--- src/rtl/hb_pkg.sv ---
package hb_pkg;

  // Command word is {dir_a, dir_b}
  typedef enum logic [1:0] {
    CMD_COAST = 2'b00,
    CMD_REV   = 2'b01,
    CMD_FWD   = 2'b10,
    CMD_BRAKE = 2'b11
  } cmd_t;

  // Bit order [3:0] = hs_a, ls_a, hs_b, ls_b
  typedef struct packed {
    logic hs_a;
    logic ls_a;
    logic hs_b;
    logic ls_b;
  } gate_t;

  typedef enum logic [2:0] {
    PH_SWITCH,
    PH_RUN,
    PH_CHOP_DT,
    PH_CHOP_OFF,
    PH_RESUME_DT
  } phase_t;

  function automatic gate_t drive_of(cmd_t c);
    gate_t g;
    g = '0;
    unique case (c)
      CMD_FWD:   begin g.hs_a = 1'b1; g.ls_b = 1'b1; end
      CMD_REV:   begin g.hs_b = 1'b1; g.ls_a = 1'b1; end
      CMD_BRAKE: begin g.ls_a = 1'b1; g.ls_b = 1'b1; end
      default:   g = '0;
    endcase
    return g;
  endfunction

  // Recirculation pattern: low side of the driven path, optionally both low sides
  function automatic gate_t recirc_of(cmd_t c, logic both_low);
    gate_t g;
    g = '0;
    unique case (c)
      CMD_FWD: begin g.ls_b = 1'b1; g.ls_a = both_low; end
      CMD_REV: begin g.ls_a = 1'b1; g.ls_b = both_low; end
      default: g = '0;
    endcase
    return g;
  endfunction

  function automatic logic is_diag(cmd_t c);
    return (c == CMD_FWD) || (c == CMD_REV);
  endfunction

endpackage

--- src/rtl/hb_cmd_decode.sv ---
module hb_cmd_decode
  import hb_pkg::*;
(
  input  logic dir_a,
  input  logic dir_b,
  output cmd_t cmd
);

  always_comb begin
    unique case ({dir_a, dir_b})
      2'b10:   cmd = CMD_FWD;
      2'b01:   cmd = CMD_REV;
      2'b11:   cmd = CMD_BRAKE;
      default: cmd = CMD_COAST;
    endcase
  end

endmodule

--- src/rtl/hb_timer.sv ---
module hb_timer #(
  parameter int W = 8
) (
  input  logic         clk,
  input  logic         rst_n,
  input  logic         load,
  input  logic [W-1:0] load_val,
  output logic         done
);

  logic [W-1:0] cnt_q;
  logic [W-1:0] cnt_d;
  logic         cnt_en;

  assign cnt_en = load || (cnt_q != '0);

  always_comb begin
    if (load) cnt_d = load_val;
    else      cnt_d = cnt_q - W'(1);
  end

  always_ff @(posedge clk or negedge rst_n) begin
    if (!rst_n)      cnt_q <= '0;
    else if (cnt_en) cnt_q <= cnt_d;
  end

  assign done = (cnt_q == '0);

endmodule

--- src/rtl/hb_phase_fsm.sv ---
module hb_phase_fsm
  import hb_pkg::*;
#(
  parameter int DEAD_CYC = 25,
  parameter int OFF_CYC  = 3125
) (
  input  logic  clk,
  input  logic  rst_n,
  input  cmd_t  cmd,
  input  logic  drive_off,
  input  logic  oc_valid,
  output gate_t gates,
  output logic  trip_pulse,
  output logic  gates_change
);

  localparam int PMAX = (OFF_CYC > DEAD_CYC) ? OFF_CYC : DEAD_CYC;
  localparam int PW   = $clog2(PMAX + 1);
  localparam logic [PW-1:0] DEAD_LD = PW'(DEAD_CYC - 1);
  localparam logic [PW-1:0] OFF_LD  = PW'(OFF_CYC - 1);

  phase_t        phase_q, phase_d;
  cmd_t          act_q, act_d;
  cmd_t          pend_q, pend_d;
  gate_t         mask_q, mask_d;
  gate_t         gates_q, gates_d;
  logic          trip_q, trip_d;
  logic          tmr_ld;
  logic [PW-1:0] tmr_val;
  logic          tmr_done;

  hb_timer #(.W(PW)) u_phase_tmr (
    .clk      (clk),
    .rst_n    (rst_n),
    .load     (tmr_ld),
    .load_val (tmr_val),
    .done     (tmr_done)
  );

  // Next-state logic
  always_comb begin
    phase_d = phase_q;
    act_d   = act_q;
    pend_d  = pend_q;
    mask_d  = mask_q;
    tmr_ld  = 1'b0;
    tmr_val = DEAD_LD;
    trip_d  = 1'b0;

    if (drive_off) begin
      phase_d = PH_SWITCH;
      mask_d  = '0;
      pend_d  = cmd;
      tmr_ld  = 1'b1;
    end else if (phase_q == PH_SWITCH) begin
      if (cmd != pend_q) begin
        pend_d = cmd;
        mask_d = gates_q & drive_of(cmd);
        tmr_ld = 1'b1;
      end else if (tmr_done) begin
        phase_d = PH_RUN;
        act_d   = pend_q;
      end
    end else if (cmd != act_q) begin
      phase_d = PH_SWITCH;
      pend_d  = cmd;
      mask_d  = gates_q & drive_of(cmd);
      tmr_ld  = 1'b1;
    end else begin
      unique case (phase_q)
        PH_RUN: begin
          if (oc_valid && is_diag(act_q)) begin
            phase_d = PH_CHOP_DT;
            tmr_ld  = 1'b1;
            trip_d  = 1'b1;
          end
        end
        PH_CHOP_DT: begin
          if (tmr_done) begin
            phase_d = PH_CHOP_OFF;
            tmr_ld  = 1'b1;
            tmr_val = OFF_LD;
          end
        end
        PH_CHOP_OFF: begin
          if (tmr_done) begin
            phase_d = PH_RESUME_DT;
            tmr_ld  = 1'b1;
          end
        end
        PH_RESUME_DT: begin
          if (tmr_done) phase_d = PH_RUN;
        end
        default: phase_d = PH_SWITCH;
      endcase
    end
  end

  // Gate pattern for the next phase
  always_comb begin
    unique case (phase_d)
      PH_RUN:       gates_d = drive_of(act_d);
      PH_CHOP_DT:   gates_d = recirc_of(act_d, 1'b0);
      PH_CHOP_OFF:  gates_d = recirc_of(act_d, 1'b1);
      PH_RESUME_DT: gates_d = recirc_of(act_d, 1'b0);
      default:      gates_d = mask_d;
    endcase
  end

  assign gates_change = (gates_d != gates_q);

  always_ff @(posedge clk or negedge rst_n) begin
    if (!rst_n) begin
      phase_q <= PH_SWITCH;
      act_q   <= CMD_COAST;
      pend_q  <= CMD_COAST;
      mask_q  <= '0;
      gates_q <= '0;
      trip_q  <= 1'b0;
    end else begin
      phase_q <= phase_d;
      act_q   <= act_d;
      pend_q  <= pend_d;
      mask_q  <= mask_d;
      gates_q <= gates_d;
      trip_q  <= trip_d;
    end
  end

  assign gates      = gates_q;
  assign trip_pulse = trip_q;

endmodule

--- src/rtl/hbridge_ctrl.sv ---
module hbridge_ctrl
  import hb_pkg::*;
#(
  parameter int CLK_HZ    = 125_000_000,
  parameter int BLANK_CYC = (CLK_HZ / 1_000_000) * 3,
  parameter int DEAD_CYC  = CLK_HZ / 5_000_000,
  parameter int OFF_CYC   = CLK_HZ / 40_000
) (
  input  logic clk,
  input  logic rst_n,
  input  logic dir_a,
  input  logic dir_b,
  input  logic oc_trip,
  input  logic drive_off,
  output logic gate_hs_a,
  output logic gate_ls_a,
  output logic gate_hs_b,
  output logic gate_ls_b,
  output logic latch_reset
);

  localparam int BW = $clog2(BLANK_CYC + 1);
  localparam logic [BW-1:0] BLANK_LD = BW'(BLANK_CYC);

  logic       rst_s1_q, rst_s2_q;
  cmd_t       cmd;
  gate_t      gates;
  logic       gates_change;
  logic       blank_done;
  logic       oc_valid;
  logic [3:0] gate_vec;
  logic [3:0] gate_out;

  // Reset: asserted asynchronously, released on the clock
  always_ff @(posedge clk or negedge rst_n) begin
    if (!rst_n) begin
      rst_s1_q <= 1'b0;
      rst_s2_q <= 1'b0;
    end else begin
      rst_s1_q <= 1'b1;
      rst_s2_q <= rst_s1_q;
    end
  end

  hb_cmd_decode u_decode (
    .dir_a (dir_a),
    .dir_b (dir_b),
    .cmd   (cmd)
  );

  hb_timer #(.W(BW)) u_blank_tmr (
    .clk      (clk),
    .rst_n    (rst_s2_q),
    .load     (gates_change),
    .load_val (BLANK_LD),
    .done     (blank_done)
  );

  assign oc_valid = oc_trip && blank_done;

  hb_phase_fsm #(
    .DEAD_CYC (DEAD_CYC),
    .OFF_CYC  (OFF_CYC)
  ) u_fsm (
    .clk          (clk),
    .rst_n        (rst_s2_q),
    .cmd          (cmd),
    .drive_off    (drive_off),
    .oc_valid     (oc_valid),
    .gates        (gates),
    .trip_pulse   (latch_reset),
    .gates_change (gates_change)
  );

  assign gate_vec = gates;

  for (genvar k = 0; k < 4; k++) begin : g_force_off
    assign gate_out[k] = gate_vec[k] && !drive_off;
  end

  assign gate_hs_a = gate_out[3];
  assign gate_ls_a = gate_out[2];
  assign gate_hs_b = gate_out[1];
  assign gate_ls_b = gate_out[0];

endmodule

--- config.mk ---
export PLATFORM = sky130hd
export DESIGN_NAME = hbridge_ctrl
export DESIGN_NICKNAME = d
export VERILOG_FILES = /design/src/rtl/hb_pkg.sv /design/src/rtl/hb_cmd_decode.sv /design/src/rtl/hb_timer.sv /design/src/rtl/hb_phase_fsm.sv /design/src/rtl/hbridge_ctrl.sv
export SDC_FILE = /design/constraint.sdc
export NUM_CORES = 1
export LEC_CHECK = 0
export CORE_UTILIZATION = 59
export DETAILED_ROUTE_END_ITERATION = 8
export GPL_TIMING_DRIVEN = 0
export PLACE_DENSITY = 0.82
export SLEW_MARGIN = 25
export SYNTH_ARGS = -nofsm -noshare
export SYNTH_HDL_FRONTEND = slang
export SYNTH_SLANG_ARGS = --single-unit
--- constraint.sdc ---
create_clock -name clk -period 1.6 [get_ports clk]
set_input_delay 0.4 -clock clk [delete_from_list [all_inputs] [get_ports clk]]
set_output_delay 0.4 -clock clk [all_outputs]
set_load 0.05 [all_outputs]
# == Word level (Yosys, flattened, before mapping) ==
# Cells that the tools add are included.
# totals
register_bits,39
inputBits,6
output_inout_bits,5
elab_cells,141
# classes
n_addsub,2
n_eq_ne,23
n_mux,74
n_bitwise,2
reduce_logical,24
# ops
operator,n
$mux 12,6
$mux 1,43
$mux 3,8
$mux 2,8
$mux 4,4
$eq 2x2->1 const B,7
$reduce_or 2->1,7
$eq 3x2->1 const B,4
$logic_not 12->1,1
$pmux 3 s4,1
$pmux 4 s3,1
$reduce_bool 12->1,1
$sub 12x1->12 const B,1
$logic_not 9->1,1
$mux 9,1
$reduce_bool 9->1,1
$sub 9x1->9 const B,1
$and 4x4->4,2
$eq 2x1->1 const B,4
$eq 3x1->1 const B,2
$eq 3x3->1 const B,2
$logic_and 1x1->1,6
$pmux 2 s3,1
$ne 2x2->1,2
other kinds (8),10

# == Depth between registers and ports, before layout ==
# Gate-level depths: netlist of run 1.
# depth
ltp_word,15
ltp_mapped,12

# == Modules after synthesis ==
# A second synthesis of run 1 with hierarchy kept.
# hier_totals
hier_cells,312
area_unflattened_um2,2727.6
# by_module_without_submodules
module,n_inst,cells_per_inst,area_each_um2,seq_area_each_um2
hb_phase_fsm,1,155,1313.8,400.4
hb_timer (u_fsm.u_phase_tmr),1,85,744.5,300.3
hb_timer (u_blank_tmr),1,61,573.0,225.2
hbridge_ctrl,1,9,88.8,50.0
hb_cmd_decode,1,2,7.5,0.0

# == Worst setup path before layout of run 1 ==
# No wires, ideal clock.
# synth_path
path_type,register to register
startpoint,register u_fsm.phase_q[1]
endpoint,register u_blank_tmr.cnt_q[2]
setup_time_ns,0.151
t_arrival_ns,2.823
required_ns,1.449
setup_slack_ns,-1.374
stages_incl_launch_ff,12
synth_period_minus_slack_ns,2.974
cell_sequence,dfrtp_1 > buf_6 > or3_4 > nor3_2 > nand4_1 > mux2_1 > ha_1 > and3_1 > a2111o_1 > o2111ai_1 > a21boi_4 > o2111ai_1
# synth_via
word_cells_on_any_way,38
classes_between,eq/ne (12); mux (20); reduce/logical (6)
# synth_rtl
element,line,rtl
from (decl),hb_phase_fsm.sv:22,"phase_t phase_q, phase_d;"
from (signal assigned),hb_phase_fsm.sv:121,phase_q <= phase_d;
$logic_not 3->1 (*),hb_phase_fsm.sv:55,end else if (phase_q == PH_SWITCH) begin
$mux 2 (*),hb_phase_fsm.sv:55,
$mux 2 (*),hb_phase_fsm.sv:50,if (drive_off) begin
via u_fsm.act_d[0],hb_phase_fsm.sv:23,"cmd_t act_q, act_d;"
$eq 2x2->1 (tied with other cells),"hb_pkg.sv:30, hb_pkg.sv:43",
$reduce_or 2->1 (no source line),-,
$mux 1 (on tied branches),"hb_pkg.sv:43, hb_pkg.sv:30",
$pmux 4 s3 (*),hb_phase_fsm.sv:101,unique case (phase_d)
$ne 4x4->1 (*),hb_phase_fsm.sv:110,assign gates_change = (gates_d != gates_q);
$mux 9 or $logic_or 1x1->1 (tied branches),"hb_timer.sv:18, hb_timer.sv:15",
to (signal assigned),hb_timer.sv:24,else if (cnt_en) cnt_q <= cnt_d;
to (decl),hb_timer.sv:11,logic [W-1:0] cnt_q;
# Mark *: on every way through the listed nets, which the timed path passes. The rest lies on a longest branch.
# A chain may end at the register's enable or synchronous reset.

# == Worst setup path after layout of run 1 ==
# layout_path
startpoint,register u_fsm.phase_q[1]
endpoint,register u_blank_tmr.cnt_q[1]
# Same word-level chain as after synthesis.

==> out/metrics.cfg, run 1 <==
[pwr]
static-leakage-power_nw=1.50
ir_drop_mv=0.684
p_total_mw=2.82
p_per_area_nw_per_um2=795

[timing]
finalHoldViolCount=0
drv_slew=0
max_clock_freq_ghz=0.309
fin_ws_ps=-1640
layout_min_cycle_time_ps=3240
rsz0062_at_grt=true
worst_pin_slew_ps=492
finalCritPeriodShare_pct=202
holdWs_ps=190
worst_clock_skew_ps=3.58
slew_headroom_pct=66.4
setup_viol=37

[synth]
syn_inst=258
synth_seq_cells=39
yosys.area_share.simple_pct=27.4
yosysWarnings=0
yosys.area.top_type=dfrtp_1
synth_nets=270
yosysTopAreaCellShare_pct=39.0
synth_cell_types=64
ys_seq_area_share_pct=39.0
synthMuxAreaShare_pct=2.75
synth_top_family_by_area=simple AND/OR/NAND/NOR gates
synth_area_leaders=dfrtp_1, nor2_1, xor2_1
synth_fa_ha_area_share_pct=3.00
synthFlopType=dfrtp_1
ys_async_sr_fraction_pct=100
avgSynthCellArea_um2=9.69
synth_xor_area_share_pct=7.65
synth_area_um2=2500
synth_edf_count=0
synth_compound_area_share_pct=16.1

[grt]
grt-ovfl-total=0
grt_pass1_wl_um=10800
grt_pass1_vias=2191
grt_max_degree=25
track_usage_pct=32.9
antenna_found_initial=0

[clock_network]
cts_max_level=2
cts_tree=yes
ctsLongestPathBuffers=2
cts_root_buffer=clkbuf_8
cts_sinks=39
clkTransAtPathRegs_ps=80
cts_buffers=5
clock_latency_ps=290

[route]
via_per_inst=6.75
drc_errors=0
wirelength_um=8780
wire_per_inst_um=23.5
ant_nets=0
vias=2523
drt_first_iter_violations=219
drt_pass1_iterations=5

[die]
num_rows=23
core_um2=4030
die-area_um2=4500
pin_count=11
die_w_um=67.1
initial_core_util_pct=62.1
fp.dieH_um=67.1

[worst_setup_path]
cp_data_required_time_ps=1740
critPathLaunchType=flip-flop
worstReg2RegStart=u_fsm.phase_q[1]
path_max_fanout=7
rrSetupSlack_ps=-1640
rr_endpoint=u_blank_tmr.cnt_q[1]
critical_path_class=reg2reg
crit_arrival_ps=3380
crit_path_end=u_blank_tmr.cnt_q[1]
crit_start=u_fsm.phase_q[1]
reg2regPathDepth=12
end_kind=flip-flop

[placed_design]
gp_congestion=0.812
io_buffer_count=8
dp.final_hpwl_um=3790

[hold_path]
min_path_type=reg2async

[layout]
fin_util_pct=88.0
final_net_count=335
final_common_cell=buf_4
layout_common_cells=buf_4, dfrtp_1, nor2_1
syn_to_final_growth_pct=41.8
drive_above_1_share_pct=45.1
insertedDiodeCount=0

[run]
maxCapViolCount=0

[run_status]
status=complete, but fails checks
violations=setup timing

## flip-flops by register name (all words and copies together), names as in the netlist
register,cells
u_fsm.act_q,2
u_fsm.mask_q,4
u_blank_tmr.cnt_q,9
rst_s1_q,1
u_fsm.trip_pulse,1
u_fsm.gates,4
u_fsm.phase_q,3
u_fsm.pend_q,2
rst_s2_q,1
u_fsm.u_phase_tmr.cnt_q,12
## cells in the mapped netlist, types with 2 or more instances
cell type and number:
nand2b_1 4, xnor2_1 7, nand3_1 15, clkbuf_1 2, a21oi_1 9, nor3_2 2
dfrtp_1 39, o211ai_1 6, or3_1 2, nor2b_1 7, nand3b_1 3, nor4_4 2
xor2_1 13, and3_1 8, nor3_1 4, a211oi_1 3, ha_1 6, nor4b_2 2
o2111ai_1 3, and2_1 2, inv_1 12, nor2_1 35, buf_2 2, o21ai_0 7
mux2_2 3, nand2_1 11, buf_6 3, nand4_1 9, a2111o_1 2
## per-stage QoR
step,TNS (ps),std cells,instance area [µm²],worst slack [ps]
3_3_place_gp,-43420,316,2690,-2020
3_5_place_dp,-44780,317,2720,-2050
4_1_cts,-25950,360,3310,-1480
6_report,-30780,374,3550,-1640
5_1_grt,-33390,374,3550,-1680
2_1_floorplan,-21230,258,2550,-1250
## where the power goes
group	leakage, nW	switching (mW)	internal [mW]	total, mW
clock	0.0515	0.346	0.394	0.740
sequential	0.494	0.199	1.11	1.31
combinational	0.951	0.402	0.372	0.774
## routing by layer
metal | global-route usage (%) | part of all wire [%]
met5 | 0 | 0
met4 | 12.5 | 4.3
met3 | 6.34 | 7.6
met2 | 55.5 | 50
met1 | 41.2 | 39
## how the worst min path moves through the flow
| stage | to | slack, ps | depth (start not counted) |
|---|---|---|---|
| 5_1_grt | u_blank_tmr.cnt_q[4] | 220 | 0 |
| 4_1_cts | u_blank_tmr.cnt_q[4] | 190 | 0 |
| 3_3_place_gp | rst_s2_q | 330 | 0 |
| 6_report | u_blank_tmr.cnt_q[4] | 190 | 0 |
| 2_1_floorplan | rst_s1_q | 100 | 0 |
| 3_5_place_dp | u_fsm.mask_q[2] | 180 | 0 |
## critical path: stages (launching register included)
cell and delay, ps:
dfrtp_1 390, buf_6 140, or3_4 400, nor3_4 140, nand4_1 230, mux2_4 420, buf_4 160, ha_1 210
nor2_2 120, o221ai_2 170, a31o_4 310, a21boi_4 250, nand3_1 150
## what timing repair did
item,4_1_cts,5_1_grt
endpoints found under the setup margin,42,41
gates resized for setup,80,35
hold endpoints to repair,0,0
gates cloned,2,0
pin swaps,17,25
hold buffers,0,0
buffers inserted,33,16
## cell families after synthesis
| kind of cell | after synthesis |
|---|---|
| muxes | 6 |
| xor gates and xnor gates | 21 |
| other | 1 |
| DFF | 39 |
| AOI/OAI and AO/OA | 48 |
| adders and majority gates | 6 |
| and+or+nand+nor | 117 |
| buffers and inverters | 20 |
## final cells by class
cell class              instances  area (µm²)
multi-input cells             201        1780
fillers                       159         483
flip-flops and latches         39         983
clock buffers                   8         100
plain buffers                   7        82.6
repair buffers                 56         485
inverters                      13        56.3
well taps                      50        62.6
(Power assumes the default switching activity.)
==> inputs of run 2 (changes only) <==
CELL_PAD_IN_SITES_DETAIL_PLACEMENT = 1   (was unset)
CELL_PAD_IN_SITES_GLOBAL_PLACEMENT = 1   (was unset)
CORE_UTILIZATION = 47   (was 59)
PLACE_DENSITY = 0.83   (was 0.82)
==> run 2 against run 1 <==
  * The run still ends with setup timing left
  * Clock power increased by 6.5%
  * Global-route usage increased by 4.7 points
  * Final cell count increased by 9.1%
  * Final area increased by 5.0%
  * Critical endpoint is now u_blank_tmr.cnt_q[2]
  * Largest cell class unchanged
==> out/metrics.cfg, run 2 (synthesized netlist as in run 1, its figures left out) <==
[worst_setup_path]
reg2regPathDepth=14  ; +2
crit_cells=14  ; +2
critical_path_class=reg2reg
timing.critical_path.mode_cell=buf_4
crit_path_cell_trace=inv_2 > ha_4 > buf_4 > and4b_1 > nand4_1 > mux2_4 > inv_2 > ha_4 > buf_4 > o221ai_4 > nand4_1 > buf_4 > a21boi_4 > o2111ai_2
worstReg2RegStart=u_fsm.u_phase_tmr.cnt_q[0]
critPathLaunchType=flip-flop
rrSetupSlack_ps=-1830  ; -190 ps
cp_data_required_time_ps=1750  ; about the same
worst-path-buf-inv=5  ; +3
crit_arrival_ps=3580  ; +200 ps
critPathSlowestCell=dfrtp_1
cpLargestDelayFamily=buffers and inverters
rr_endpoint=u_blank_tmr.cnt_q[2]
end_kind=flip-flop
critPathMaxStageDelay_ps=420  ; about the same
path_max_fanout=5  ; -2
crit_path_end=u_blank_tmr.cnt_q[2]
crit_start=u_fsm.u_phase_tmr.cnt_q[0]

[clock_network]
clkTransAtPathRegs_ps=90  ; about the same
clock_latency_ps=310  ; +20 ps
ctsLongestPathBuffers=2  ; unchanged
cts_sinks=39  ; unchanged
cts_root_buffer=clkbuf_8
cts_tree=yes
cts_buffers=5  ; unchanged
cts_max_level=2  ; unchanged

[pwr]
p_per_area_nw_per_um2=849  ; +6.7%
p_total_mw=3.16  ; +12%
cellInternalPower_mw=1.98  ; +5.7%
ir_drop_mv=0.830  ; +21%
static-leakage-power_nw=1.58  ; +5.3%
p_sw_mw=1.18  ; +25%
clockPowerShare_pct=24.9  ; -1.4 points
switching_share_pct=37.4  ; +3.7 points
p_seq_share_pct=41.7  ; -4.6 points
p_comb_share_pct=33.4  ; +6.0 points

[grt]
track_usage_pct=37.6  ; +4.7 points
antenna_found_initial=0  ; unchanged
grt_pass1_vias=2665  ; +22%
grt-ovfl-total=0  ; unchanged
grt_pass1_wl_um=15000  ; +38%
grt_max_degree=28  ; +12%

[route]
vias=2806  ; +11%
ant_nets=0  ; unchanged
via_per_inst=6.88  ; +1.9%
wirelength_um=13100  ; +49%
wire_per_inst_um=32.1  ; +37%
drt_first_iter_violations=284  ; +30%
drt_pass1_iterations=6  ; +1
drc_errors=0  ; unchanged

[layout]
final_net_count=349  ; +4.2%
syn_to_final_growth_pct=48.8
layout_common_cells=buf_4, dfrtp_1, nor2_1
reg_top3=u_fsm.u_phase_tmr.cnt_q: 12 flops, u_blank_tmr.cnt_q: 9 flops
largest-register=u_fsm.u_phase_tmr.cnt_q
largest_reg_flops=12  ; unchanged
final_common_cell=buf_4
insertedDiodeCount=0  ; unchanged
drive_above_1_share_pct=51.2  ; +6.1 points

[timing]
worst_pin_slew_ps=587  ; +94.7 ps
drv_slew=0  ; unchanged
slew_headroom_pct=60.7  ; -5.6 points
max_clock_freq_ghz=0.292  ; -5.5%
fin_ws_ps=-1830  ; -188 ps
layout_min_cycle_time_ps=3430  ; +188 ps
setup_viol=37  ; unchanged
setup_tns_ps=-33460  ; -2680 ps
worst_clock_skew_ps=15.8  ; +12.2 ps
finalHoldViolCount=0  ; unchanged
finalCritPeriodShare_pct=214  ; +12 points
rsz0062_at_grt=true

[run_status]
status=complete, but fails checks
violations=setup timing

[die]
die_w_um=75.0  ; +12%
fp.dieH_um=75.0  ; +12%
core_um2=5110  ; +27%
pin_count=11  ; unchanged
die-area_um2=5620  ; +25%
initial_core_util_pct=49.0  ; -13 points
num_rows=26  ; +13%

[run]
maxCapViolCount=0  ; unchanged

[placed_design]
dp.final_hpwl_um=4550  ; +20%
gp_congestion=0.795  ; -2.1%
io_buffer_count=8  ; unchanged

[hold_path]
min_path_type=reg2async

-- run 2: final cells by class --
cell class,instances,area (µm²)
buffer,6,65.1
inverter,13,57.6
sequential,39,981
tap,70,87.6
timing repair buffer,72,619
multi-input combinational,200,1810
fill,518,1390
clock buffer,8,100
-- run 2: timing repair --
item / in CTS / in global routing
resized for setup: 91 / 40
cloned: 2 / 0
pin swaps: 32 / 30
hold buffers: 0 / 0
setup buffers: 39 / 24
setup endpoints to repair: 42 / 41
-- run 2: stage by stage --
stage	cell area (µm²)	std cells	util (%)	hold slack [ps]	setup WS, ps
after global placement	2710	336	53.1	334	-2070
after detailed placement	2740	337	53.6	157	-2180
final	3720	408	72.9	182	-1830
after CTS	3430	386	67.2	165	-1560
after global routing	3720	408	72.9	200	-2000
after floorplan	2550	258	-	104	-1250
-- run 2: power groups by stage --
stage | clock network, mW | registers [mW] | logic, mW
4_1_cts | 0.757 | 1.27 | 0.756
5_1_grt | 0.830 | 1.32 | 1.08
6_report | 0.788 | 1.32 | 1.05
2_1_floorplan | 0 | 1.26 | 0.416
3_5_place_dp | 0 | 1.29 | 0.541
3_3_place_gp | 0 | 1.30 | 0.488
-- run 2: how the worst min path moves through the flow --
stage	start	depth (start not counted)	endpoint	slack, ps
after global routing	rst_s2_q	0	u_fsm.gates[2]	200
after floorplan	rst_n	0	rst_s1_q	100
final	rst_s2_q	0	u_fsm.gates[2]	180
after global placement	rst_s1_q	0	rst_s2_q	330
after detailed placement	rst_s2_q	0	u_fsm.mask_q[0]	160
after CTS	rst_s2_q	0	u_fsm.mask_q[0]	160
-- run 2: per-layer routing --
layer	vias to the layer above	track usage, %	wire, µm
met5	-	0	0
met4	0	16.6	1070
met3	119	5.35	1250
met2	251	69.3	6200
met1	1344	43.1	4590
li1	1092	-	-
